### src/rtl/fsel_pkg.sv
package fsel_pkg;
    localparam int FS_W    = 5;
    localparam int STRAP_W = 3;

    typedef enum logic [1:0] {
        ST_SAMPLE = 2'd0,
        ST_LATCH  = 2'd1,
        ST_RUN    = 2'd2
    } seq_state_t;
endpackage

### src/rtl/fsel_sync.sv
module fsel_sync #(
    parameter int WIDTH  = 1,
    parameter int STAGES = 2
) (
    input  logic             clk,
    input  logic             rst_n,
    input  logic [WIDTH-1:0] d,
    output logic [WIDTH-1:0] q
);
    logic [WIDTH-1:0] stage_q [STAGES];

    generate
        for (genvar s = 0; s < STAGES; s++) begin : g_stage
            always_ff @(posedge clk or negedge rst_n) begin
                if (!rst_n) begin
                    stage_q[s] <= '0;
                end else if (s == 0) begin
                    stage_q[s] <= d;
                end else begin
                    stage_q[s] <= stage_q[(s == 0) ? 0 : s-1];
                end
            end
        end
    endgenerate

    assign q = stage_q[STAGES-1];
endmodule

### src/rtl/fsel_seq.sv
module fsel_seq
    import fsel_pkg::*;
#(
    parameter int HANDOFF_CYC = 1
) (
    input  logic               clk,
    input  logic               rst_n,
    input  logic               por_ok,
    input  logic [STRAP_W-1:0] strap_sync,
    output logic               run,
    output logic [STRAP_W-1:0] pin_oe,
    output logic [STRAP_W-1:0] strap_lat
);
    localparam int CNT_W = (HANDOFF_CYC > 1) ? $clog2(HANDOFF_CYC) : 1;
    localparam logic [CNT_W-1:0] CNT_LAST = CNT_W'(HANDOFF_CYC - 1);

    seq_state_t state_q, state_d;
    logic [CNT_W-1:0] cnt_q;

    always_comb begin
        state_d = state_q;
        unique case (state_q)
            ST_SAMPLE: if (por_ok) state_d = ST_LATCH;
            ST_LATCH:  if (!por_ok) state_d = ST_SAMPLE;
                       else if (cnt_q == CNT_LAST) state_d = ST_RUN;
            ST_RUN:    if (!por_ok) state_d = ST_SAMPLE;
            default:   state_d = ST_SAMPLE;
        endcase
    end

    always_ff @(posedge clk or negedge rst_n) begin
        if (!rst_n) begin
            state_q   <= ST_SAMPLE;
            cnt_q     <= '0;
            strap_lat <= '0;
        end else begin
            state_q <= state_d;
            if (state_q == ST_SAMPLE && state_d == ST_LATCH) begin
                strap_lat <= strap_sync;
            end
            if (state_q == ST_LATCH && state_d == ST_LATCH) begin
                cnt_q <= cnt_q + 1'b1;
            end else begin
                cnt_q <= '0;
            end
        end
    end

    always_comb begin
        run    = (state_q == ST_RUN);
        pin_oe = run ? '1 : '0;
    end

    AST_POR_PARKS: assert property (@(posedge clk) disable iff (!rst_n)
        !por_ok |=> (state_q == ST_SAMPLE)) else $error("por park");
    AST_FROZEN_AFTER_CAPTURE: assert property (@(posedge clk) disable iff (!rst_n)
        (state_q != ST_SAMPLE) && por_ok |=> $stable(strap_lat)) else $error("hold");
    AST_LATCH_BOUNDED: assert property (@(posedge clk) disable iff (!rst_n)
        (state_q == ST_LATCH) |-> (cnt_q <= CNT_LAST)) else $error("cnt");
endmodule

### src/rtl/fsel_decode.sv
module fsel_decode
    import fsel_pkg::*;
(
    input  logic               run,
    input  logic [STRAP_W-1:0] strap_lat,
    input  logic               src_sel,
    input  logic               ss_en,
    input  logic [FS_W-1:0]    reg_fs,
    input  logic               src_ss_en,
    output logic [FS_W-1:0]    fs_code,
    output logic               hiz_req,
    output logic               cpu_ss_on,
    output logic               src_ss_on
);
    logic [FS_W-1:0] sel_code;

    always_comb begin
        sel_code  = src_sel ? reg_fs : {reg_fs[FS_W-1:STRAP_W], strap_lat};
        fs_code   = run ? sel_code : '0;
        hiz_req   = !run || (sel_code == '0);
        cpu_ss_on = run && ss_en && sel_code[FS_W-1];
        src_ss_on = cpu_ss_on && src_ss_en;
    end

    always_comb begin
        AST_HIZ_ZERO: assert (!(run && fs_code == '0) || hiz_req) else $error("hiz");
        AST_SRC_NEEDS_CPU: assert (!src_ss_on || cpu_ss_on) else $error("ss");
    end
endmodule

### src/rtl/fsel_strap_ctrl.sv
module fsel_strap_ctrl
    import fsel_pkg::*;
#(
    parameter int SYNC_STAGES = 2,
    parameter int HANDOFF_CYC = 1
) (
    input  logic               clk,
    input  logic               rst_n,
    input  logic               por_n,
    input  logic [STRAP_W-1:0] strap_in,
    input  logic               src_sel,
    input  logic               ss_en,
    input  logic [FS_W-1:0]    reg_fs,
    input  logic               src_ss_en,
    output logic [STRAP_W-1:0] pin_oe,
    output logic [STRAP_W-1:0] fs_default,
    output logic [FS_W-1:0]    fs_code,
    output logic               hiz_req,
    output logic               cpu_ss_on,
    output logic               src_ss_on
);
    logic               por_ok;
    logic [STRAP_W-1:0] strap_sync;
    logic               run;

    fsel_sync #(.WIDTH(1), .STAGES(SYNC_STAGES)) u_por_sync (
        .clk(clk), .rst_n(rst_n), .d(por_n), .q(por_ok));

    fsel_sync #(.WIDTH(STRAP_W), .STAGES(SYNC_STAGES)) u_strap_sync (
        .clk(clk), .rst_n(rst_n), .d(strap_in), .q(strap_sync));

    fsel_seq #(.HANDOFF_CYC(HANDOFF_CYC)) u_seq (
        .clk(clk), .rst_n(rst_n), .por_ok(por_ok), .strap_sync(strap_sync),
        .run(run), .pin_oe(pin_oe), .strap_lat(fs_default));

    fsel_decode u_dec (
        .run(run), .strap_lat(fs_default), .src_sel(src_sel), .ss_en(ss_en),
        .reg_fs(reg_fs), .src_ss_en(src_ss_en), .fs_code(fs_code),
        .hiz_req(hiz_req), .cpu_ss_on(cpu_ss_on), .src_ss_on(src_ss_on));

    AST_OE_AFTER_FREEZE: assert property (@(posedge clk) disable iff (!rst_n)
        $rose(pin_oe[0]) |-> $stable(fs_default)) else $error("oe");
    AST_SS_NEEDS_FS4: assert property (@(posedge clk) disable iff (!rst_n)
        cpu_ss_on |-> fs_code[FS_W-1]) else $error("fs4");
    AST_PARKED_NO_OE: assert property (@(posedge clk) disable iff (!rst_n)
        (pin_oe == '0) |-> (fs_code == '0 && hiz_req)) else $error("park");
endmodule

### config.mk
export PLATFORM = sky130hd
export DESIGN_NAME = fsel_strap_ctrl
export DESIGN_NICKNAME = d
export VERILOG_FILES = /design/src/rtl/fsel_pkg.sv /design/src/rtl/fsel_sync.sv /design/src/rtl/fsel_seq.sv /design/src/rtl/fsel_decode.sv /design/src/rtl/fsel_strap_ctrl.sv
export SDC_FILE = /design/constraint.sdc
export NUM_CORES = 1
export LEC_CHECK = 0
export CAP_MARGIN = 40
export CORE_UTILIZATION = 40
export CTS_CLUSTER_DIAMETER = 60
export CTS_CLUSTER_SIZE = 28
export DETAILED_ROUTE_END_ITERATION = 10
export PLACE_DENSITY = 0.8
export SLEW_MARGIN = 15
export SYNTH_ARGS = -nofsm -noshare
export SYNTH_HDL_FRONTEND = slang
export SYNTH_SLANG_ARGS = --single-unit
### constraint.sdc
create_clock -name clk -period 2.6 [get_ports clk]
set_input_delay 0.52 -clock clk [delete_from_list [all_inputs] [get_ports clk]]
set_output_delay 0.52 -clock clk [all_outputs]
set_load 0.05 [all_outputs]
==> impl_metrics.csv <==
group,metric,value,unit
placement,hpwl,872,um
worst_hold_path,min_path_type,"reg -> reg",
floorplan,die_area,1580,sq um
logic_synthesis,ys_types,16,
setup_path,reg2regPathDepth,3,
timing,slew_viol_final,0,
setup_path,required,2080,ps
drt,drc_errors,0,
setup_path,worst-setup-path-type,"in -> out",
timing,finalSetupViolCount,0,
drt,ant_nets,0,
clock_tree,insertion_delay,270,ps
setup_path,rrSetupSlack,1320,ps
setup_path,crit_fanout,3,
timing,final.period_utilization,0.931,
clock_tree,clock_path_buffers,2,
placement,portBuffers,27,
power_and_ir_drop,leakage,0.412,nW
layout,nets,87,
logic_synthesis,syn_avg_cell_area,13.2,sq um
timing,rsz0062_at_grt,"false",
clock_tree,htree_levels,1,
power_and_ir_drop,p_int,0.390,mW
setup_path,critPathCaptureType,"output pin",
logic_synthesis,synth-seq-area-share,0.615,
run,maxCapViolCount,0,
logic_synthesis,synth.top_cells.by_area,"dfrtp_1 (62%), mux2_2 (7.9%), nand2b_4 (4.8%)",
global_route,first_global_vias,360,
logic_synthesis,syn_area,569,sq um
floorplan,start_util,0.432,
layout,fin_area,922,sq um
timing,clock_skew,2.22,ps
power_and_ir_drop,p_per_area,600,nW/um^2
power_and_ir_drop,switching_share,0.295,
layout,drive_above_1_share,0.292,
floorplan,fp.coreArea,1320,sq um
worst_hold_path,hold_path_end,"u_strap_sync.q[1]",
clock_tree,ctsResizeCount,0,
worst_hold_path,hold_start,"u_strap_sync.stage_q[4]",
timing,hold_viol,0,
clock_tree,cts_buffers,3,
power_and_ir_drop,comb_power_share,0.280,
setup_path,critical_path_arrival,1900,ps
logic_synthesis,synth-seq-cells,14,
global_route,grt_max_degree,15,
setup_path,crit_path_start_kind,"input pin",
setup_path,crit-reg2reg-capture,"u_seq.strap_lat[1]",
power_and_ir_drop,p_clk_frac,0.267,
floorplan,die_h,39.7,um
floorplan,rows,13,
clock_tree,clk_pin_slew,70,ps
timing,tns,0,ps
drt,num_vias,405,
logic_synthesis,synth_top_area_frac,0.615,
worst_hold_path,min_path_cells,0,
timing,tightest_slew,569,ps
global_route,overflow,0,
drt,wl,1030,um
power_and_ir_drop,vdd.ir_drop.worst,388,uV
clock_tree,postCtsHoldBufs,0,
placement,gp_congestion,0.622,
logic_synthesis,synth_cells,43,
drt,dr.pass1.iters,2,
clock_tree,cts_tree,"yes",
global_route,grt_pass1_wl,1410,um
floorplan,ioPinCount,28,
clock_tree,cts_num_sinks,14,
floorplan,die_w,39.7,um
power_and_ir_drop,power.switching,0.163,mW
placement,placed_area,886,sq um
global_route,track_usage,0.152,
logic_synthesis,synth_largest_area_cell,"dfrtp_1",
layout,finish.utilization,0.700,
placement,place_ws,195,ps
timing,timing.final.ws_setup,180,ps
clock_tree,ctsRootBufferMaster,"clkbuf_4",
run_status,outcome,"finished clean",
setup_path,rr_startpoint,"u_seq.state_q[1]",
layout,n_antenna_cell,0,
timing,layout_min_cycle_time,2420,ps
drt,wire_per_inst,11.9,um
clock_tree,post_cts_buffers,0,
logic_synthesis,postSynthNetCount,57,
global_route,grt_antenna_before_repair,0,
drt,post_drt_via_cell_ratio,4.66,
timing,fmax,0.413,GHz
timing,max_slew_margin,0.620,
logic_synthesis,yosysWarnings,0,
power_and_ir_drop,seq_power_share,0.454,
drt,drt_iter0_markers,1,
layout,layout-area-overhead-vs-synth,62.0,%
## synthesized netlist by cell type, drive strengths merged
library cell and n:
and2 4, and3 1, o21a 1, conb 1, a21oi 2, nor3 1, buf 3, nor2 4
mux2 4, dfrtp 14, nand2b 2, inv 2, mux2i 2, o41ai 1, nor3b 1
## metrics by stage
stage	cells	hold WS (ps)	power, mW
2_1_floorplan	43	224	0.343
3_3_place_gp	83	333	0.408
3_5_place_dp	83	335	0.412
4_1_cts	87	352	0.563
5_1_grt	87	365	0.580
6_report	87	350	0.554
## routing by layer
| metal | vias up | global-route usage | part of all wire |
|---|---|---|---|
| li1 | 196 | - | - |
| met1 | 181 | 0.136 | 0.36 |
| met2 | 26 | 0.254 | 0.50 |
| met3 | 2 | 0.0511 | 0.13 |
| met4 | 0 | 0.155 | 0.0078 |
| met5 | - | 0 | 0 |
## worst max path at each step
stage | from | end | depth (start not counted)
global route | src_sel | hiz_req | 4
floorplan | u_seq.strap_lat[0] | hiz_req | 3
CTS | src_sel | hiz_req | 4
detailed placement | src_sel | hiz_req | 4
finish | src_sel | hiz_req | 4
global placement | src_sel | hiz_req | 4
## flip-flops by register name (all words and copies together) (netlist names)
register	cells
u_seq.state_q	2
u_por_sync.stage_q	1
u_por_sync.q	1
u_seq.strap_lat	3
u_seq.cnt_q	1
u_strap_sync.q	3
u_strap_sync.stage_q	3
## final cells by class
class / instances / area, sq um
clock buffer: 4 / 36.3
timing repair buffer: 28 / 320
sequential: 14 / 350
fill: 94 / 395
multi-input combinational: 24 / 189
tap: 15 / 18.8
inverter: 2 / 7.51
## power by group through the flow
stage | Combinational [mW] | Sequential [mW] | Clock [mW]
global placement | 0.153 | 0.255 | 0
detailed placement | 0.156 | 0.256 | 0
finish | 0.155 | 0.251 | 0.148
floorplan | 0.0577 | 0.286 | 0
CTS | 0.156 | 0.251 | 0.156
global route | 0.162 | 0.253 | 0.165
## cells by family (layout without fill, tap and decap cells)
| logic type | after synthesis | in the layout | synth area share |
|---|---|---|---|
| and+or+nand+nor | 13 | 13 | 0.152 |
| AOI/OAI and AO/OA | 4 | 4 | 0.0594 |
| muxes | 6 | 6 | 0.114 |
| other | 1 | 1 | 0.00659 |
| DFF | 14 | 14 | 0.615 |
| buffers and inverters | 5 | 34 | 0.0527 |
## cell usage in the layout, fill, tap and decap left out
| cell type | count |
|---|---|
| clkdlybuf4s50_1 | 19 |
| dfrtp_1 | 14 |
| buf_12 | 5 |
| nor2_1 | 4 |
| and2_1 | 4 |
| mux2_2 | 4 |
| buf_4 | 4 |
| clkbuf_4 | 3 |
| nand2b_4 | 2 |
| mux2i_1 | 2 |
| a21oi_1 | 2 |
| inv_2 | 1 |
| nor3b_1 | 1 |
| o21a_1 | 1 |
| inv_1 | 1 |
| nor3_1 | 1 |
| o41ai_2 | 1 |
| and3_1 | 1 |
| clkbuf_8 | 1 |
| conb_1 | 1 |
## worst max-delay path, stage by stage
cell and delay, ps:
clkdlybuf4s50_1 500, mux2_2 360, o41ai_2 320, buf_12 190
Power figures use the tool's default switching activity.
